==> src/rtl/ptp_clk_pkg.sv <==
package ptp_clk_pkg;

    localparam int DATA_W = 32;
    localparam int ADDR_W = 5;

    localparam logic [ADDR_W-1:0] REG_CTRL  = 5'h00;
    localparam logic [ADDR_W-1:0] REG_STEP  = 5'h04;
    localparam logic [ADDR_W-1:0] REG_SEC   = 5'h08;
    localparam logic [ADDR_W-1:0] REG_SUB   = 5'h0C;
    localparam logic [ADDR_W-1:0] REG_ASEC  = 5'h10;
    localparam logic [ADDR_W-1:0] REG_ASUB  = 5'h14;
    localparam logic [ADDR_W-1:0] REG_ADDND = 5'h18;

    localparam int CB_EN   = 0;
    localparam int CB_FINE = 1;
    localparam int CB_INIT = 2;
    localparam int CB_STEP = 3;
    localparam int CB_ALD  = 5;
    localparam int CB_DEC  = 9;

    localparam logic [DATA_W-1:0] WRAP_DEC = 32'd1_000_000_000;
    localparam logic [DATA_W-1:0] WRAP_BIN = 32'h8000_0000;

    typedef struct packed {
        logic en;
        logic fine;
        logic dec;
    } mode_t;

    typedef struct packed {
        logic init;
        logic step;
        logic addld;
    } cmd_t;

    typedef struct packed {
        logic [DATA_W-1:0] sec;
        logic [DATA_W-1:0] sub;
    } systime_t;

    typedef struct packed {
        logic              wrapped;
        logic [DATA_W-1:0] val;
    } wrap_t;

    function automatic logic [DATA_W-1:0] wrap_of(input logic dec);
        return dec ? WRAP_DEC : WRAP_BIN;
    endfunction

    // Modular add of a sub-second amount; reports whether the limit was crossed.
    function automatic wrap_t wrap_add(input logic [DATA_W-1:0] base,
                                       input logic [DATA_W-1:0] amt,
                                       input logic [DATA_W-1:0] lim);
        wrap_t      r;
        logic [DATA_W:0] s;
        logic [DATA_W:0] d;
        s = {1'b0, base} + {1'b0, amt};
        d = s - {1'b0, lim};
        r.wrapped = (s >= {1'b0, lim});
        r.val     = r.wrapped ? d[DATA_W-1:0] : s[DATA_W-1:0];
        return r;
    endfunction

endpackage

==> src/rtl/ptp_csr_bank.sv <==
module ptp_csr_bank
    import ptp_clk_pkg::*;
#(
    parameter int INC_W     = 8,
    parameter bit INC_AT_HI = 1'b0
) (
    input  logic              clk,
    input  logic              rst,
    input  logic              wr_en,
    input  logic [ADDR_W-1:0] addr,
    input  logic [DATA_W-1:0] wdata,
    output mode_t             mode,
    output cmd_t              cmd,
    output logic [INC_W-1:0]  inc,
    output logic [DATA_W-1:0] adj_sec,
    output logic [DATA_W-2:0] adj_sub,
    output logic              adj_neg,
    output logic [DATA_W-1:0] addend,
    output logic [DATA_W-1:0] ctrl_rd,
    output logic [DATA_W-1:0] inc_rd
);

    localparam int HI_LSB = 16;

    logic [INC_W-1:0]  inc_wr;
    logic [DATA_W-1:0] addend_stage;
    logic              unused_wbits;

    assign unused_wbits = ^wdata;

    generate
        if (INC_AT_HI) begin : g_inc_hi
            assign inc_wr = wdata[HI_LSB +: INC_W];
            assign inc_rd = {{(DATA_W-HI_LSB-INC_W){1'b0}}, inc, {HI_LSB{1'b0}}};
        end else begin : g_inc_lo
            assign inc_wr = wdata[0 +: INC_W];
            assign inc_rd = {{(DATA_W-INC_W){1'b0}}, inc};
        end
    endgenerate

    logic wr_ctrl;
    logic wr_step;
    logic wr_asec;
    logic wr_asub;
    logic wr_addnd;

    assign wr_ctrl  = wr_en && (addr == REG_CTRL);
    assign wr_step  = wr_en && (addr == REG_STEP);
    assign wr_asec  = wr_en && (addr == REG_ASEC);
    assign wr_asub  = wr_en && (addr == REG_ASUB);
    assign wr_addnd = wr_en && (addr == REG_ADDND);

    always_ff @(posedge clk) begin
        if (rst) begin
            mode         <= '0;
            cmd          <= '0;
            inc          <= '0;
            adj_sec      <= '0;
            adj_sub      <= '0;
            adj_neg      <= 1'b0;
            addend       <= '0;
            addend_stage <= '0;
        end else begin
            if (wr_ctrl) begin
                mode.en   <= wdata[CB_EN];
                mode.fine <= wdata[CB_FINE];
                mode.dec  <= wdata[CB_DEC];
            end
            // one-shot commands: a pending one blocks new ones
            if (cmd != '0) begin
                cmd <= '0;
            end else if (wr_ctrl) begin
                cmd.init  <= wdata[CB_INIT];
                cmd.step  <= wdata[CB_STEP];
                cmd.addld <= wdata[CB_ALD];
            end
            if (wr_step)  inc          <= inc_wr;
            if (wr_asec)  adj_sec      <= wdata;
            if (wr_asub) begin
                adj_sub <= wdata[DATA_W-2:0];
                adj_neg <= wdata[DATA_W-1];
            end
            if (wr_addnd) addend_stage <= wdata;
            if (cmd.addld) addend      <= addend_stage;
        end
    end

    always_comb begin
        ctrl_rd          = '0;
        ctrl_rd[CB_EN]   = mode.en;
        ctrl_rd[CB_FINE] = mode.fine;
        ctrl_rd[CB_DEC]  = mode.dec;
        ctrl_rd[CB_INIT] = cmd.init;
        ctrl_rd[CB_STEP] = cmd.step;
        ctrl_rd[CB_ALD]  = cmd.addld;
    end

    // a pending command lives exactly one cycle
    assert_cmd_one_shot_R12: assert property (@(posedge clk) disable iff (rst)
        (cmd != '0) |=> (cmd == '0));

    // active addend moves only on a load command
    assert_addend_hold_R8: assert property (@(posedge clk) disable iff (rst)
        !cmd.addld |=> $stable(addend));

endmodule

==> src/rtl/ptp_tick_gen.sv <==
module ptp_tick_gen
    import ptp_clk_pkg::*;
(
    input  logic              clk,
    input  logic              rst,
    input  logic              run,
    input  logic              fine,
    input  logic [DATA_W-1:0] addend,
    output logic              tick
);

    logic [DATA_W-1:0] acc_q;
    logic [DATA_W:0]   acc_sum;

    assign acc_sum = {1'b0, acc_q} + {1'b0, addend};
    assign tick    = run && (fine ? acc_sum[DATA_W] : 1'b1);

    always_ff @(posedge clk) begin
        if (rst) begin
            acc_q <= '0;
        end else if (run && fine) begin
            acc_q <= acc_sum[DATA_W-1:0];
        end
    end

    // an addend below half scale never carries on two edges in a row
    assert_fine_spacing_R7: assert property (@(posedge clk) disable iff (rst)
        (run && fine && tick && !addend[DATA_W-1])
        |=> !(run && fine && tick && $stable(addend)));

endmodule

==> src/rtl/ptp_time_core.sv <==
module ptp_time_core
    import ptp_clk_pkg::*;
#(
    parameter int INC_W = 8
) (
    input  logic              clk,
    input  logic              rst,
    input  logic              en,
    input  logic              tick,
    input  logic              dec,
    input  logic [INC_W-1:0]  inc,
    input  logic              do_init,
    input  logic              do_step,
    input  logic [DATA_W-1:0] adj_sec,
    input  logic [DATA_W-2:0] adj_sub,
    input  logic              adj_neg,
    output systime_t          now
);

    logic [DATA_W-1:0] lim;
    wrap_t             adv;
    wrap_t             shf;
    logic [DATA_W-1:0] sec_fix;

    assign lim = wrap_of(dec);
    assign adv = wrap_add(now.sub, {{(DATA_W-INC_W){1'b0}}, inc}, lim);
    assign shf = wrap_add(now.sub, {1'b0, adj_sub}, lim);

    always_comb begin
        if (adj_neg)
            sec_fix = shf.wrapped ? '0 : '1;
        else
            sec_fix = shf.wrapped ? {{(DATA_W-1){1'b0}}, 1'b1} : '0;
    end

    always_ff @(posedge clk) begin
        if (rst) begin
            now <= '0;
        end else if (do_init) begin
            now.sec <= adj_sec;
            now.sub <= {1'b0, adj_sub};
        end else if (do_step) begin
            now.sec <= now.sec + adj_sec + sec_fix;
            now.sub <= shf.val;
        end else if (en && tick) begin
            now.sec <= now.sec + {{(DATA_W-1){1'b0}}, adv.wrapped};
            now.sub <= adv.val;
        end
    end

    // counting disabled and no command -> time frozen
    assert_hold_when_off_R3: assert property (@(posedge clk) disable iff (rst)
        (!en && !do_init && !do_step) |=> ($stable(now.sec) && $stable(now.sub)));

    // decimal counting keeps an in-range value in range
    assert_dec_range_R5: assert property (@(posedge clk) disable iff (rst)
        (dec && !do_init && !do_step && (now.sub < WRAP_DEC)) |=> (now.sub < WRAP_DEC));

    // binary counting keeps an in-range value in range
    assert_bin_range_R6: assert property (@(posedge clk) disable iff (rst)
        (!dec && !do_init && !do_step && (now.sub < WRAP_BIN)) |=> (now.sub < WRAP_BIN));

endmodule

==> src/rtl/ptp_sys_clock.sv <==
module ptp_sys_clock
    import ptp_clk_pkg::*;
#(
    parameter int INC_W     = 8,
    parameter bit INC_AT_HI = 1'b0
) (
    input  logic              clk,
    input  logic              rst,
    input  logic              wr_en,
    input  logic              rd_en,
    input  logic [ADDR_W-1:0] addr,
    input  logic [DATA_W-1:0] wdata,
    output logic [DATA_W-1:0] rdata
);

    mode_t             mode;
    cmd_t              cmd;
    logic [INC_W-1:0]  inc;
    logic [DATA_W-1:0] adj_sec;
    logic [DATA_W-2:0] adj_sub;
    logic              adj_neg;
    logic [DATA_W-1:0] addend;
    logic [DATA_W-1:0] ctrl_rd;
    logic [DATA_W-1:0] inc_rd;
    logic              tick;
    systime_t          now;
    logic [DATA_W-1:0] snap_sec;
    logic              snap_ok;
    logic [DATA_W-1:0] rd_mux;

    ptp_csr_bank #(.INC_W(INC_W), .INC_AT_HI(INC_AT_HI)) u_csr (
        .clk(clk), .rst(rst), .wr_en(wr_en), .addr(addr), .wdata(wdata),
        .mode(mode), .cmd(cmd), .inc(inc), .adj_sec(adj_sec), .adj_sub(adj_sub),
        .adj_neg(adj_neg), .addend(addend), .ctrl_rd(ctrl_rd), .inc_rd(inc_rd)
    );

    ptp_tick_gen u_tick (
        .clk(clk), .rst(rst), .run(mode.en), .fine(mode.fine),
        .addend(addend), .tick(tick)
    );

    ptp_time_core #(.INC_W(INC_W)) u_core (
        .clk(clk), .rst(rst), .en(mode.en), .tick(tick), .dec(mode.dec),
        .inc(inc), .do_init(cmd.init), .do_step(cmd.step),
        .adj_sec(adj_sec), .adj_sub(adj_sub), .adj_neg(adj_neg), .now(now)
    );

    always_comb begin
        unique case (addr)
            REG_CTRL:  rd_mux = ctrl_rd;
            REG_STEP:  rd_mux = inc_rd;
            REG_SEC:   rd_mux = snap_ok ? snap_sec : now.sec;
            REG_SUB:   rd_mux = now.sub;
            REG_ASEC:  rd_mux = adj_sec;
            REG_ASUB:  rd_mux = {adj_neg, adj_sub};
            REG_ADDND: rd_mux = addend;
            default:   rd_mux = '0;
        endcase
    end

    always_ff @(posedge clk) begin
        if (rst) begin
            rdata    <= '0;
            snap_sec <= '0;
            snap_ok  <= 1'b0;
        end else if (rd_en) begin
            rdata   <= rd_mux;
            snap_ok <= (addr == REG_SUB);
            if (addr == REG_SUB) snap_sec <= now.sec;
        end
    end

    // a sub-second read captures the seconds of the same edge
    assert_snapshot_R14: assert property (@(posedge clk) disable iff (rst)
        (rd_en && addr == REG_SUB) |=> (snap_ok && snap_sec == $past(now.sec)));

    // read data only changes on a read
    assert_rdata_hold_R2: assert property (@(posedge clk) disable iff (rst)
        !rd_en |=> $stable(rdata));

endmodule

==> config.mk <==
export PLATFORM = sky130hd
export DESIGN_NAME = ptp_sys_clock
export DESIGN_NICKNAME = d
export VERILOG_FILES = /design/src/rtl/ptp_clk_pkg.sv /design/src/rtl/ptp_csr_bank.sv /design/src/rtl/ptp_tick_gen.sv /design/src/rtl/ptp_time_core.sv /design/src/rtl/ptp_sys_clock.sv
export SDC_FILE = /design/constraint.sdc
export NUM_CORES = 1
export LEC_CHECK = 0
export BUFFER_PORTS_ARGS = -buffer_cell sky130_fd_sc_hd__buf_2
export CAP_MARGIN = 5
export CORE_MARGIN = 8
export CORE_UTILIZATION = 58
export CTS_CLUSTER_SIZE = 25
export DETAILED_ROUTE_END_ITERATION = 12
export PLACE_DENSITY = 0.78
export SYNTH_ARGS = -nofsm -noshare
export SYNTH_HDL_FRONTEND = slang
export SYNTH_SLANG_ARGS = --single-unit
==> constraint.sdc <==
create_clock -name clk -period 9.1 [get_ports clk]
set_input_delay 2.73 -clock clk [delete_from_list [all_inputs] [get_ports clk]]
set_output_delay 2.73 -clock clk [all_outputs]
set_load 0.05 [all_outputs]
== After elaboration in Yosys (flattened, before gate mapping) ==
Cells that the tools add are included.

* Equality and inequality tests: 6
* Add/subtract/negate cells: 8
* Muxes and demuxes: 12
* $lt $le $gt $ge: 2
* Reductions and logical operators: 15

{| class="wikitable"
|+ Operator list
! cell !! count
|-
| 32-bit case mux with 7 select lines || 1
|-
| 32-bit two-way mux || 6
|-
| 64-bit two-way mux || 3
|-
| 33-bit by 32-bit >= comparator with 1-bit output || 2
|-
| 32-bit adder || 2
|-
| 32-bit subtractor || 2
|-
| 32-bit by 31-bit adder with 33-bit output || 1
|-
| 32-bit by 32-bit adder with 33-bit output || 1
|-
| 32-bit by 8-bit adder with 33-bit output || 1
|-
| 32-bit by 1-bit adder with 32-bit output || 1
|-
| 5-bit == test (second input constant) || 3
|-
| 5-bit by 4-bit == test with 1-bit output (second input constant) || 2
|-
| 1-bit logical AND || 8
|-
| 3-bit nonzero test || 2
|-
| 5-bit by 3-bit == test with 1-bit output (second input constant) || 1
|-
| 5-bit logical NOT || 1
|-
| 2-bit OR reduction || 2
|-
| 1-bit two-way mux || 2
|-
| 2-bit AND reduction || 1
|-
| 2-bit nonzero test || 1
|}

* Output and inout port bits: 32
* Register bits after elaboration: 303
* Word-level logic and storage cells: 62
* Input bits: 41

== Logic depth before layout (Yosys ltp) ==
* Depth in word-level cells: 7
* Gate-level depth with buffers: 43
* Mapped depth without buffers: 38

== By module ==
Synthesis repeated with hierarchy kept, for this count alone.

* Cells, all modules: 2984
* Area total of the unflattened synthesis: 24392.1 um^2

{| class="wikitable"
|+ Modules (own cells, without submodules)
! module !! instances !! seq. area each (um^2) !! area an instance (um^2) !! cells an instance
|-
| ptp_time_core || 1 || 1281.2 || 10980.5 || 1519
|-
| ptp_csr_bank || 1 || 2842.7 || 6000.8 || 570
|-
| ptp_sys_clock || 1 || 1301.2 || 4586.9 || 548
|-
| ptp_tick_gen || 1 || 640.6 || 2824.0 || 347
|}

== Worst setup path before layout ==
OpenSTA, ideal clock, no wires.

* Kind: register -> register
* From: register u_csr.adj_sub[5]
* To: register u_core.now[59] (netlist name)
* Arrival: 8.691 ns
* Setup slack: 0.277 ns
* Library setup time: 0.132 ns
* Cell stages (with the launch flop): 43
* Path buffers: 4
* Data required time: 8.968 ns
* Period minus slack after synthesis: 8.823 ns
* Cell sequence: dfxtp_1 > ha_1 > o211ai_1 > a22oi_1 > a2111oi_4 > nor2_1 > a21o_1 > a21oi_1 > o21bai_1 > a21oi_1 > xnor2_1 > ha_1 > nand3_1 > or4_1 > nor4_1 > nand2_1 > or4_1 > o41ai_2 > [... 7 more ...] > buf_1 > xor2_1 > ha_1 > ha_1 > inv_1 > fa_1 > nor2b_1 > o21a_1 > o21ai_0 > o2bb2ai_1 > o311ai_0 > a21oi_1 > o31ai_1 > a21o_1 > a21oi_1 > xnor2_1 > a2111oi_0 > nor3_1

* Cells in the longest elaborated chain, start to end: 7
* Elaborated cells between the ends (all ways): 8
* Classes of those cells: 2 x add/sub; 1 x order compare; 5 x mux

{| class="wikitable"
|+ Ends and longest elaborated chain
! item !! RTL line !! text
|-
| start: declaration || ptp_csr_bank.sv:16 || <nowiki>output logic [DATA_W-2:0] adj_sub,</nowiki>
|-
| start signal: assignment || ptp_csr_bank.sv:80 || <nowiki>adj_sub <= wdata[DATA_W-2:0];</nowiki>
|-
| 32-bit by 31-bit adder with 33-bit output (*) || ptp_clk_pkg.sv:57 || <nowiki>s = {1'b0, base} + {1'b0, amt};</nowiki>
|-
| 33-bit by 32-bit >= comparator with 1-bit output (*) || ptp_clk_pkg.sv:59 || <nowiki>r.wrapped = (s >= {1'b0, lim});</nowiki>
|-
| 1-bit two-way mux / 32-bit two-way mux (equally long branches) || ptp_time_core.sv:33, ptp_time_core.sv:31 ||
|-
| 32-bit two-way mux (*) || ptp_time_core.sv:30 || <nowiki>if (adj_neg)</nowiki>
|-
| 32-bit adder (*) || ptp_time_core.sv:43 || <nowiki>now.sec <= now.sec + adj_sec + sec_fix;</nowiki>
|-
| 64-bit two-way mux (*) || ptp_time_core.sv:42 || <nowiki>end else if (do_step) begin</nowiki>
|-
| 64-bit two-way mux (*) || ptp_time_core.sv:39 || <nowiki>end else if (do_init) begin</nowiki>
|}

Mark *: on every way between the ends. The rest lies on a longest branch, timed or not.
A chain may end at the register's enable or synchronous reset.

== Worst setup path in the final report ==
* From: register u_csr.adj_sub[1]
* To: register u_core.now[63] (netlist name)

* Cells in the longest elaborated chain, start to end: 7
* Elaborated cells between the ends (all ways): 8
* Classes of those cells: 2 x add/sub; 1 x order compare; 5 x mux

{| class="wikitable"
|+ Ends and longest elaborated chain
! item !! RTL line
|-
| 32-bit by 31-bit adder with 33-bit output (*) || ptp_clk_pkg.sv:57
|-
| 33-bit by 32-bit >= comparator with 1-bit output (*) || ptp_clk_pkg.sv:59
|-
| 1-bit two-way mux / 32-bit two-way mux (equally long branches) || ptp_time_core.sv:33, ptp_time_core.sv:31
|-
| 32-bit two-way mux (*) || ptp_time_core.sv:30
|-
| 32-bit adder (*) || ptp_time_core.sv:43
|-
| 64-bit two-way mux (*) || ptp_time_core.sv:42
|-
| 64-bit two-way mux (*) || ptp_time_core.sv:39
|}

Marks and branches as above.

==> metrics.cfg <==
[yosys]
synth_cells=2894
synth_fp_nets=3105
ys_ff_latch=303
yosys_warnings=0
synthesis.area_mm2=0.02231
synthArstFlopShare_pct=0
synth.distinct_cells=89
syn_area_per_cell_um2=7.710
ys_seq_area_share_pct=27.18
synth_ff_type=dfxtp_1
synth-edff-count=0

[sta]
finalSetupTns_ns=0
period_share_pct=96.79
worst_pin_slew_ns=1.191
slew_headroom_pct=20.51
slew_violations=0
period_needed_ns=8.808
finalHoldViolations=0
fmax_mhz=113.5
setup_viol=0
finalClockSkew_ns=0.03069
whs_ns=0.4534

[final_layout]
multi_input_area_mm2=0.01553
nNetsFinal=3130
drive_gt1_share_pct=11.01
layout-area-overhead-vs-synth_pct=10.46
mostFrequentLayoutCell=nand2_1
fillers=3377
final_cells=3462
final_cell_mix=nand2_1 (482), a21oi_1 (318), dfxtp_1 (299)
fin_area_mm2=0.02465
n_antenna_cell=0
seqCellArea_mm2=0.006071

[die]
core_area_mm2=0.03829
dieWidth_um=212.1
ioPinCount=73
std_cell_rows=72
die_y_um=212.1
dieArea_mm2=0.04501
start_util_pct=58.28

[critical_path]
cp_common_cell=ha_1
required_ns=9.53
cp_max_fo=10
path_buf_inv=4
critPathLaunchType=flop
criticalPathCategory=reg2reg
cp_top_family=compound AO/OA/AOI/OAI gates
setup.worst_path.end_class=flop
worstPathArrival_ns=9.24
slowest_delay_ns=0.54
slowest_stage=or4_1

[clock_network]
hold_buffers=0
clk_path_buf_depth=3
cts_inserted_buffers=36
cts.reportedPaths.clkPinSlew_ns=0.06
cts.sinks=303
insertion_delay_ns=0.57
root_buffer=clkbuf_16
htree_levels=2
cts_tree=done

[detailed_routing]
ant_nets=0
drt_iter0_markers=2998
drt_wl_total_um=80360
drc=0
first_pass_iters=7
vias=22890
via_per_inst=6.611
post_drt_wl_per_cell_um=23.21

[pwr]
leakage_uw=0.01011
powerDensity_mw_per_mm2=122.7
finalPower_uw=3025
ir_drop_mv=0.1329

[place]
numPortBuffers=72
dpl-instance-area_mm2=0.02328
place_congestion=1.081
dp.final_hpwl_um=59550
dp_cells=3393

[min_path]
hold_class=reg2reg

[global_routing]
grt_max_degree=119
grt_use_total_pct=34.57
antenna_found_initial=0
grt-ovfl-total=0
grt_pass1_wl_um=122800
grt_pass1_vias=21500

[run]
cap_violations=0

[run_status]
outcome=finished clean

==> cell usage after synthesis, types with 20 or more instances <==
library cell    n  area [um2]
a211oi_1       81       608.1
nand4_1        27       168.9
nor3_1         49       245.2
nand2b_1       20       125.1
mux2i_1        79       790.8
nand2_1       482        1809
xnor2_1       100       875.8
clkbuf_1      151       566.8
a21o_1         78       585.6
nor2_1        225       844.6
xor2_1         95       832.1
dfxtp_1       303        6066
and2_1         24       150.1
a22oi_1        26       195.2
nand3_1        62       310.3
and3_1         23       143.9
a31oi_1        31       193.9
o21a_1         25       187.7
o21ai_0        99       495.5
inv_1          59       221.5
a21oi_1       324        1622
mux2_2         36       405.4
a222oi_1       27       270.3
o211ai_1       33       247.7
ha_1          165        2064
==> logic make-up after synthesis <==
kind of cell	after synthesis	share of synthesized area, %
AO/OA/AOI/OAI	884	26.29
XOR/XNOR	196	7.727
adder cells (fa/ha/maj)	170	9.701
buffers and inverters	230	3.975
flip-flops	303	27.18
multiplexers	115	5.361
AND/OR/NAND/NOR	996	19.76
==> per-layer routing <==
layer | wire length (um) | vias to the layer above | track usage (%)
li1 | - | 10550 | -
met1 | 32010 | 10760 | 45.12
met2 | 34810 | 1309 | 53.46
met3 | 8801 | 268 | 7.002
met4 | 4745 | 0 | 18.09
met5 | 0 | - | 0
==> registers in the layout, indices dropped and copies added, names as in the netlist, 3 cells and up <==
signal / cells
snap_sec: 32
rdata: 32
u_csr.inc: 8
u_csr.cmd: 3
u_csr.addend_stage: 32
u_core.now: 64
u_csr.addend: 32
u_csr.adj_sub: 31
u_csr.adj_sec: 32
u_csr.ctrl_rd: 3
u_tick.acc_q: 32
==> power by group <==
part / switching, uW / internal [uW]
sequential: 11.8 / 1340
clock: 599 / 853
combinational: 153 / 70.0
==> worst register-to-register path, delay by kind of cell, from the launching register on <==
kind,cells,cell delay [ns]
compound gates,18,3.86
xor+xnor,2,0.28
fa+ha+maj,5,1.55
buf+inv,4,0.66
flops,1,0.34
simple gates,10,1.97
==> final cells by class <==
| cell class | instances | share of cell area, % |
|---|---|---|
| sequential | 303 | 24.63 |
| timing repair buffer | 157 | 4.096 |
| inverter | 60 | 0.9137 |
| clock buffer | 52 | 4.228 |
| multi-input combinational | 2361 | 63.02 |
| clock inverter | 11 | 0.4822 |
| tap | 518 | 2.629 |
==> worst paths after layout <==
check	from	endpoint	slack, ns	depth (start not counted)
setup / recovery	u_csr.adj_sub[1]	u_core.now[63]	0.29	39
hold reg to reg	snap_sec[8]	snap_sec[8]	0.45	2
setup reg to reg	u_csr.adj_sub[1]	u_core.now[63]	0.29	39
hold / removal	snap_sec[8]	snap_sec[8]	0.45	2
==> repair_timing <==
item | in CTS | in global routing
hold endpoints to repair | 0 | 0
gates resized for setup | 5 | 29
pin swaps | 2 | 8
cloned | 0 | 0
buffers inserted | 1 | 4
endpoints found under the setup margin | 4 | 15
==> through the flow <==
step	util, %	worst slack [ns]
finish	64.38	0.2917
floorplan	-	0.2771
global route	64.38	-0.1202
CTS	63.91	0.02452
detailed placement	60.82	-0.1471
global placement	60.82	0.03862
Note: power is estimated with default switching activity, not from simulation.
